[config.mk]
export PLATFORM = sky130hd
export DESIGN_NAME = dpr_scrambler
export DESIGN_NICKNAME = d
export VERILOG_FILES = /design/src/rtl/dpr_pkg.sv /design/src/rtl/dpr_lfsr_stepper.sv /design/src/rtl/dpr_lane_mixer.sv /design/src/rtl/dpr_scrambler.sv
export SDC_FILE = /design/constraint.sdc
export NUM_CORES = 1
export LEC_CHECK = 0
export CAP_MARGIN = 10
export CORE_MARGIN = 2
export CORE_UTILIZATION = 45
export DETAILED_ROUTE_END_ITERATION = 10
export DONT_BUFFER_PORTS = 1
export GPL_ROUTABILITY_DRIVEN = 0
export GPL_TIMING_DRIVEN = 0
export PLACE_DENSITY = 0.64
export SYNTH_ARGS = -nofsm -noshare
export SYNTH_HDL_FRONTEND = slang
export SYNTH_SLANG_ARGS = --single-unit
[constraint.sdc]
create_clock -name clk -period 1.7 [get_ports clk]
set_input_delay 0.34 -clock clk [delete_from_list [all_inputs] [get_ports clk]]
set_output_delay 0.34 -clock clk [all_outputs]
set_load 0.005 [all_outputs]
[src/rtl/dpr_pkg.sv]
package dpr_pkg;
    localparam int BYTE_W    = 8;
    localparam int SHORT_LEN = 6;
    localparam int LONG_LEN  = 15;
    localparam int SHORT_TAP_HI = SHORT_LEN - 1;
    localparam int SHORT_TAP_LO = SHORT_LEN - 2;
    localparam int LONG_TAP_HI  = LONG_LEN - 1;
    localparam int LONG_TAP_LO  = LONG_LEN - 2;
    localparam int PAD_LEN      = LONG_LEN - SHORT_LEN;

    typedef struct packed {
        logic                vld;
        logic [BYTE_W-1:0]   data;
        logic [LONG_LEN-1:0] state;
    } dpr_reg_t;
endpackage

[src/rtl/dpr_lfsr_stepper.sv]
module dpr_lfsr_stepper #(
    parameter int LEN    = 6,
    parameter int STEPS  = 8,
    parameter int TAP_HI = 5,
    parameter int TAP_LO = 4
) (
    input  logic [LEN-1:0]   st_i,
    output logic [STEPS-1:0] ks_o,
    output logic [LEN-1:0]   st_one_o,
    output logic [LEN-1:0]   st_all_o
);
    logic [LEN-1:0] chain [0:STEPS];
    logic [STEPS-1:0] fb;

    assign chain[0] = st_i;

    for (genvar g = 0; g < STEPS; g++) begin : g_step
        assign fb[g]       = chain[g][TAP_HI] ^ chain[g][TAP_LO];
        assign chain[g+1]  = {chain[g][LEN-2:0], fb[g]};
    end

    assign ks_o     = fb;
    assign st_one_o = chain[1];
    assign st_all_o = chain[STEPS];
endmodule

[src/rtl/dpr_lane_mixer.sv]
module dpr_lane_mixer #(
    parameter int W = 8
) (
    input  logic [W-1:0] data_i,
    input  logic [W-1:0] ks_i,
    input  logic         en_i,
    input  logic         byte_i,
    output logic [W-1:0] data_o
);
    always_comb begin
        data_o = '0;
        if (byte_i) begin
            for (int i = 0; i < W; i++) begin
                data_o[W-1-i] = data_i[W-1-i] ^ (en_i & ks_i[i]);
            end
        end else begin
            data_o[0] = data_i[0] ^ (en_i & ks_i[0]);
        end
    end
endmodule

[src/rtl/dpr_scrambler.sv]
module dpr_scrambler
    import dpr_pkg::*;
(
    input  logic                clk,
    input  logic                rst_n,
    input  logic                cfg_enable,
    input  logic                cfg_poly_long,
    input  logic                cfg_byte_mode,
    input  logic [LONG_LEN-1:0] cfg_seed,
    input  logic                in_valid,
    input  logic                in_sop,
    input  logic [BYTE_W-1:0]   in_data,
    output logic                out_valid,
    output logic [BYTE_W-1:0]   out_data
);
    dpr_reg_t r_q, r_d;

    logic [LONG_LEN-1:0]  seed_eff;
    logic [LONG_LEN-1:0]  start_st;
    logic [BYTE_W-1:0]    ks_short, ks_long, ks_sel;
    logic [SHORT_LEN-1:0] s_one, s_all;
    logic [LONG_LEN-1:0]  l_one, l_all;
    logic [LONG_LEN-1:0]  next_st;
    logic [BYTE_W-1:0]    mixed;

    // Short mode keeps only the low seed bits
    assign seed_eff = cfg_poly_long ? cfg_seed
                                    : {{PAD_LEN{1'b0}}, cfg_seed[SHORT_LEN-1:0]};
    assign start_st = in_sop ? seed_eff : r_q.state;

    dpr_lfsr_stepper #(
        .LEN(SHORT_LEN), .STEPS(BYTE_W),
        .TAP_HI(SHORT_TAP_HI), .TAP_LO(SHORT_TAP_LO)
    ) u_short (
        .st_i     (start_st[SHORT_LEN-1:0]),
        .ks_o     (ks_short),
        .st_one_o (s_one),
        .st_all_o (s_all)
    );

    dpr_lfsr_stepper #(
        .LEN(LONG_LEN), .STEPS(BYTE_W),
        .TAP_HI(LONG_TAP_HI), .TAP_LO(LONG_TAP_LO)
    ) u_long (
        .st_i     (start_st),
        .ks_o     (ks_long),
        .st_one_o (l_one),
        .st_all_o (l_all)
    );

    always_comb begin
        ks_sel = cfg_poly_long ? ks_long : ks_short;
        if (cfg_poly_long) begin
            next_st = cfg_byte_mode ? l_all : l_one;
        end else begin
            next_st = cfg_byte_mode ? {{PAD_LEN{1'b0}}, s_all}
                                    : {{PAD_LEN{1'b0}}, s_one};
        end
    end

    dpr_lane_mixer #(.W(BYTE_W)) u_mix (
        .data_i (in_data),
        .ks_i   (ks_sel),
        .en_i   (cfg_enable),
        .byte_i (cfg_byte_mode),
        .data_o (mixed)
    );

    always_comb begin
        r_d     = r_q;
        r_d.vld = in_valid;
        if (in_valid) begin
            r_d.data = mixed;
            if (cfg_enable) begin
                r_d.state = next_st;
            end
        end
    end

    always_ff @(posedge clk or negedge rst_n) begin
        if (!rst_n) begin
            r_q <= '0;
        end else begin
            r_q <= r_d;
        end
    end

    assign out_valid = r_q.vld;
    assign out_data  = r_q.data;
endmodule

* After elaboration in Yosys (flattened, before gate mapping) *
Cells that the tools add are included.

storage, ports and cells
  logic and storage cells = 45
  register bits after elaboration = 24
  input bits = 30
  latch bits = 0
  output and inout port bits = 9
  memories kept = 0
  RAM bits = 0
  bits in read-only memories = 0

cells by class
  $mul = 0
  reductions and logical operators = 1
  add/sub/neg operators = 0
  equal/unequal tests = 0
  mux-type cells = 8
  shift operators = 0
  div/mod/pow operators = 0
  bitwise operators = 33
  order comparisons = 0

operator list
  kind                 count
  15-bit 2-to-1 mux    4
  1-bit bitwise XOR    25
  1-bit AND            8
  8-bit 2-to-1 mux     1
  7-bit 2-to-1 mux     1
  6-bit 2-to-1 mux     1
  2-bit AND reduction  1
  1-bit 2-to-1 mux     1

* Depth between registers and ports, before layout *
Gate-level depths: netlist (run 1).

  depth in word-level cells = 8
  mapped depth = 7

* By module *
Synthesis (run 1) repeated with hierarchy kept, for this count alone.

second synthesis, totals
  cell total of the unflattened synthesis = 190
  area total of the unflattened synthesis = 2107.0 µm²

modules (own cells, without submodules)
  module                      instances  area each (µm²)  seq. area each (µm²)  cells an instance
  dpr_scrambler               1          1460.2           600.6                 107
  dpr_lfsr_stepper (u_long)   1          295.3            0.0                   38
  dpr_lane_mixer              1          176.4            0.0                   25
  dpr_lfsr_stepper (u_short)  1          175.2            0.0                   20

* Worst setup path before layout (run 1) *
OpenSTA, ideal clock, no wires.

  path kind = input to register
  start = input in_sop
  end = register r_q, in the netlist out_data[5]
  data arrival time = 1.470 ns
  setup slack = 0.104 ns
  data required time = 1.574 ns
  stages on the path = 6
  cell sequence = buf_6 mux2i_4 xnor2_1 mux2i_1 and2_1 a221o_1

between the ends
  longest elaborated chain between the ends = 6
  elaborated cells on any way between the ends = 7
  those cells by class = mux: 3; bitwise: 4

ends and longest elaborated chain
  item                    RTL line                text
  start: declaration      dpr_scrambler.sv:11     input logic in_sop,
  15-bit 2-to-1 mux *     dpr_scrambler.sv:29     assign start_st = in_sop ? seed_eff : r_q.state;
  1-bit bitwise XOR       dpr_lfsr_stepper.sv:18  assign fb[g] = chain[g][TAP_HI] ^ chain[g][TAP_LO];
  8-bit 2-to-1 mux *      dpr_scrambler.sv:52     ks_sel = cfg_poly_long ? ks_long : ks_short;
  1-bit AND *             dpr_lane_mixer.sv:14    data_o[W-1-i] = data_i[W-1-i] ^ (en_i & ks_i[i]);
  1-bit bitwise XOR *     dpr_lane_mixer.sv:14
  7-bit 2-to-1 mux *      dpr_lane_mixer.sv:12    if (byte_i) begin
  end signal: assignment  dpr_scrambler.sv:84     r_q <= r_d;
  end: declaration        dpr_scrambler.sv:16     dpr_reg_t r_q, r_d;

Mark *: on every way between the ends. The rest lies on a longest branch, timed or not.
A chain may end at the register's enable or synchronous reset.

* Worst setup path after layout (run 1) *
  start = register r_q[4] (netlist name)
  end = register r_q[2] (netlist name)

between the ends
  longest elaborated chain between the ends = 5

ends and longest elaborated chain
  item                            RTL line                text
  15-bit 2-to-1 mux               dpr_scrambler.sv:29
  1-bit bitwise XOR (2 in a row)  dpr_lfsr_stepper.sv:18
  6-bit 2-to-1 mux                dpr_scrambler.sv:56     next_st = cfg_byte_mode ? {{PAD_LEN{1'b0}}, s_all}
  15-bit 2-to-1 mux               dpr_scrambler.sv:53     if (cfg_poly_long) begin

Every way passes these cells.

==> results of run 1 <==
-- cell usage after synthesis (all sizes together), types with 2 or more instances --
| library cell | count | area [µm²] |
|---|---|---|
| nand3 | 7 | 35.0 |
| xor2 | 18 | 158 |
| mux2 | 7 | 78.8 |
| o31ai | 2 | 15.0 |
| nor2 | 7 | 26.3 |
| o21ai | 16 | 80.1 |
| xnor3 | 2 | 45.0 |
| a221o | 3 | 30.0 |
| mux2i | 17 | 215 |
| and2 | 3 | 18.8 |
| or3 | 3 | 18.8 |
| a32o | 2 | 20.0 |
| nor2b | 2 | 12.5 |
| clkbuf | 7 | 26.3 |
| nand2 | 28 | 105 |
| nand2b | 2 | 12.5 |
| nand4b | 2 | 17.5 |
| a22o | 3 | 26.3 |
| inv | 4 | 15.0 |
| buf | 14 | 97.6 |
| dfrtp | 24 | 601 |
| a21oi | 10 | 50.1 |
| xnor2 | 9 | 78.8 |
| nor3 | 4 | 20.0 |
-- sequential cells by signal (all words and copies together) (netlist names) --
name,flops
out_data,8
r_q,15
out_valid,1
-- routing by layer --
metal / share of wire, % / routed length [µm] / vias to the layer above
li1: - / - / 754
met3: 8.8 / 429 / 12
met5: 0 / 0 / -
met2: 48 / 2310 / 62
met1: 42 / 2050 / 738
met4: 1.4 / 68 / 0
-- worst max-delay path: stages, from the launching register on --
cell and delay [ns]:
dfrtp_2 0.45, xnor3_1 0.40, nor3_2 0.05, or4_1 0.49
a22o_1 0.20
-- layout by cell type, fill, tap and decap left out, drive strengths merged, types with 7 or more instances in the layout --
| cell | instances |
|---|---|
| a21oi | 10 |
| buf | 17 |
| clkbuf | 11 |
| dfrtp | 24 |
| mux2 | 7 |
| mux2i | 17 |
| nand2 | 28 |
| nand3 | 7 |
| nor2 | 7 |
| o21ai | 16 |
| xnor2 | 9 |
| xor2 | 18 |
-- final timing paths --
check	from	end	slack, ns	depth (start not counted)
max	r_q[4]	r_q[2]	0.01	4
min in group asynchronous	rst_n	out_data[6]	0.52	2
max reg2reg	r_q[4]	r_q[2]	0.01	4
min	in_valid	out_valid	0.08	0
min reg2reg	out_data[2]	out_data[2]	0.49	1
max in group asynchronous	rst_n	r_q[4]	1.02	2
-- through the flow --
step	std cells	hold WS [ns]	area, µm²	TNS, ns	util (%)
6_report	268	0.0824	2100	0	51.7
5_1_grt	268	0.0693	2100	-0.0864	51.7
4_1_cts	266	0.0836	2080	0	51.2
3_5_place_dp	260	0.0451	1990	-0.272	49.1
3_3_place_gp	260	0.0451	1990	-0.311	49.1
2_1_floorplan	210	0.0444	1930	0	-
-- power groups by stage --
stage               registers, mW  clock network (mW)  logic (mW)
floorplan                   0.735                   0       0.496
global placement            0.753                   0       0.589
detailed placement          0.753                   0       0.597
CTS                         0.743               0.412       0.621
global route                0.759               0.433       0.704
finish                      0.746               0.404       0.638
-- what timing repair did --
action	in CTS	in global routing
resized for setup	0	2
hold buffers	2	0
hold endpoints to repair	24	0
setup endpoints to repair	0	3
buffers inserted	0	2
-- area by class of cell --
| class | count | area, µm² | area share, % |
|---|---|---|---|
| Inverter | 4 | 15.0 | 0.715 |
| Timing Repair Buffer | 4 | 45.0 | 2.15 |
| Tap cell | 50 | 62.6 | 2.98 |
| Sequential cell | 24 | 602 | 28.7 |
| Clock buffer | 4 | 55.1 | 2.62 |
| Buffer | 21 | 124 | 5.90 |
| Multi-Input combinational cell | 161 | 1200 | 57.0 |
-- kinds of logic (layout without fill, tap and decap cells) --
logic type | after synthesis | count (layout)
buffers and inverters | 25 | 33
flip-flops | 24 | 24
XOR/XNOR | 29 | 29
AO/OA/AOI/OAI | 44 | 44
AND/OR/NAND/NOR | 63 | 63
multiplexers | 25 | 25
==> results.cfg, run 1 <==
[synth]
synth-compound-area-share_pct = 14.8
synth_edf_count = 0
async_flop_share_pct = 100
synth_area_per_cell_um2 = 9.19
synth_mux_area_share_pct = 16.6
ys.flop_type = dfrtp_1
synth_cell_type_count = 44
synth_xor_area_share_pct = 14.6
synth-seq-cells = 24
synthCells = 210
synthAdderAreaFrac_pct = 0
synth_seq_area_share_pct = 31.1
syn-cell-area_um2 = 1930
synth_warnings = 0
synth_top_family_by_area = multiplexers
synthSimpleGateAreaFrac_pct = 15.7
syn_nets = 240

[clock_network]
clk_latency_ns = 0.28
numCtsBuffers = 3
htreeDepth = 1
cts-root-buf = clkbuf_8
clockBufferDepth = 2
clkSlewWorstSetupHoldPaths_ns = 0.09
cts_tree = done
clkSinkCount = 24

[pwr]
p_total_mw = 1.79
ir_drop_uv = 688
power_frac_seq_pct = 41.7
combPwrFrac_pct = 35.7
p_leak_nw = 0.942
p_per_area_nw_per_um2 = 852
p_int_mw = 1.19
p_switching_mw = 0.593
clockPowerShare_pct = 22.6
netSwitchingFraction_pct = 33.2

[global_route]
grt-ovfl-total = 0
grt_util_all_layers_pct = 20.7
busiest_layer = met2
grtUsageMet2_pct = 36.2
grt_pass1_wl_um = 7980
grt_start_max_net_pins = 25
gr-usage-met3_pct = 6.69
grt_pass1_vias = 1565
met1_usage_pct = 25.4
antenna_found_initial = 0

[sta]
hold_viol_final = 0
skew_ns = 0.00307
max_freq_ghz = 0.593
rsz0062_at_grt = true
fin_crit_ns = 1.69
timing.final.ws_setup_ns = 0.0149
period_share_pct = 99.1
worstMarginPinSlew_ns = 0.578
max_slew_margin_pct = 61.5
finalSetupViolCount = 0
report.final.slew_viol_count = 0

[floorplan]
die_area_um2 = 4830
die_w_um = 69.5
fp.dieH_um = 69.5
core_area_um2 = 4060
initial_core_util_pct = 47.6
rows = 23
io_pins = 39

[route]
drc_errors = 0
num_vias = 1566
ant_nets = 0
route.detailed.vias_per_inst = 5.84
firstDrtPassIters = 5
avgRoutedWirePerCell_um = 18.1
drt-total-wl_um = 4860
drtIter0Drc = 64

[critical_path]
startpoint_type = flip-flop
required_ns = 1.87
cp_max_fo = 5
worstPathArrival_ns = 1.86
critPathKind = flip-flop to flip-flop
cp-end-kind = flip-flop

[worst_hold_path]
hp-class = input port to flip-flop

[cells_and_area]
syn_to_final_growth_pct = 8.75
antenna_cells = 0
fillCellCount = 390
layout-drive-gt1-share_pct = 15.6
final_nets = 249

[run_status]
status = complete, no violations

[placement]
dp_hpwl_um = 3510
io_buffers = 0
dp_slack_ns = -0.0819

[run]
drv_cap = 0
Power figures use the tool's default switching activity.
==> inputs of run 2 (changes only) <==
SETUP_SLACK_MARGIN = 0.05   (was not set)
==> results.cfg, run 2 (same netlist as run 1, synthesis figures left out) <==
[run_status]
status = complete, no violations

[cells_and_area]
final_nets = 252
final_common_cell = nand2_1
fin_area_um2 = 2130
largest_register_ffs = 15
layout-drive-gt1-share_pct = 17.2
antenna_cells = 0
fillCellCount = 387
top_register = r_q
final_cell_mix = nand2_1, dfrtp_1, xor2_1, o21ai_0, buf_4
syn_to_final_growth_pct = 10.6

[clock_network]
htreeDepth = 1
clockBufferDepth = 2
clkSinkCount = 24
clk_latency_ns = 0.27
clkSlewWorstSetupHoldPaths_ns = 0.09
cts_tree = done
numCtsBuffers = 3
cts-root-buf = clkbuf_8

[pwr]
p_total_mw = 1.82
p_int_mw = 1.22
netSwitchingFraction_pct = 33.2
ir_drop_uv = 700
p_switching_mw = 0.605
combPwrFrac_pct = 36.9
p_per_area_nw_per_um2 = 853
p_leak_nw = 0.951
power_frac_seq_pct = 41.0
clockPowerShare_pct = 22.0

[critical_path]
reg2reg_depth = 4
startpoint_type = flip-flop
crit_chain = xnor3_1, nor3_1, or4_1, a22o_1
critPathKind = flip-flop to flip-flop
r2r-end = r_q[2]
cp_max_fo = 2
r2r-start = r_q[0]
cp_slowest_cell = or4_1
cpPeakStageDelay_ns = 0.49
worstPathArrival_ns = 1.81
r2r_slack_ns = 0.06
cp-end-kind = flip-flop
required_ns = 1.87

[route]
num_vias = 1605
drc_errors = 0
ant_nets = 0
drt-total-wl_um = 4930
route.detailed.vias_per_inst = 5.92
drtIter0Drc = 69
firstDrtPassIters = 4
avgRoutedWirePerCell_um = 18.2

[sta]
max_freq_ghz = 0.608
skew_ns = 0.00420
max_slew_margin_pct = 61.6
period_share_pct = 96.7
fin_tns_setup_ns = 0
rsz0062_at_grt = true
finalSetupViolCount = 0
hold_viol_final = 0
worstMarginPinSlew_ns = 0.575
fin_crit_ns = 1.64
report.final.slew_viol_count = 0

[global_route]
grt_pass1_vias = 1583
antenna_found_initial = 0
grt_start_max_net_pins = 25
grt_util_all_layers_pct = 20.9
grt_pass1_wl_um = 8070
grt-ovfl-total = 0

[floorplan]
die_area_um2 = 4830
core_area_um2 = 4060
rows = 23
die_w_um = 69.5
io_pins = 39
fp.dieH_um = 69.5
initial_core_util_pct = 47.6

[worst_hold_path]
min_from = in_valid
hold-path-endpoint = out_valid
hold_depth = 0
hp-class = input port to flip-flop

[placement]
io_buffers = 0
dp_hpwl_um = 3510
placed_area_um2 = 1990

[run]
drv_cap = 0
[run 2: critical path: cells and delay by family, from the launching register on]
kind	cells	cell delay [ns]
compound gates	1	0.20
xor+xnor	1	0.38
flops	1	0.41
simple gates	2	0.54
[run 2: routing by layer]
layer	up-vias	share of wire (%)	track usage [%]
met4	0	0.63	3.27
met1	771	41	25.5
li1	765	-	-
met5	-	0	0
met3	4	9.3	6.69
met2	65	49	36.8
[run 2: worst max path at each step]
stage / from / end / slack (ns) / cells after the start
finish: r_q[0] / r_q[2] / 0.06 / 4
global route: r_q[0] / r_q[2] / -0.008 / 4
CTS: r_q[7] / out_data[0] / 0.07 / 5
detailed placement: in_sop / out_data[5] / -0.08 / 6
global placement: in_sop / r_q[8] / -0.06 / 6
floorplan: in_sop / out_data[5] / 0.10 / 6
[run 2: metrics by stage]
step           hold WS, ns  util, %  worst slack, ns  instances
2_1_floorplan       0.0444        -            0.104        210
3_3_place_gp        0.0451     49.1          -0.0562        260
3_5_place_dp        0.0451     49.1          -0.0819        260
4_1_cts             0.0836     51.4           0.0681        267
5_1_grt             0.0693     52.6         -0.00806        271
6_report            0.0837     52.6           0.0557        271
[run 2: cell type report]
cell class	count	area, µm²	share of cell area [%]
clock buffer	4	55.1	2.58
timing repair buffer	7	67.6	3.17
inverter	4	15.0	0.703
tap	50	62.6	2.93
sequential	24	602	28.2
buffer	21	124	5.80
multi-input combinational	161	1210	56.6
[run 2: repair_timing]
item | CTS | global route
hold endpoints to repair | 24 | 0
endpoints found under the setup margin | 1 | 8
cloned | 0 | 0
setup buffers | 1 | 4
gates resized for setup | 0 | 5
pin swaps | 1 | 0
hold buffers | 2 | 0
[run 2: power groups by stage]
stage	clock (mW)	combinational (mW)	sequential (mW)
floorplan	0	0.496	0.735
global placement	0	0.589	0.753
detailed placement	0	0.597	0.753
CTS	0.412	0.631	0.741
global route	0.433	0.739	0.759
finish	0.401	0.672	0.747
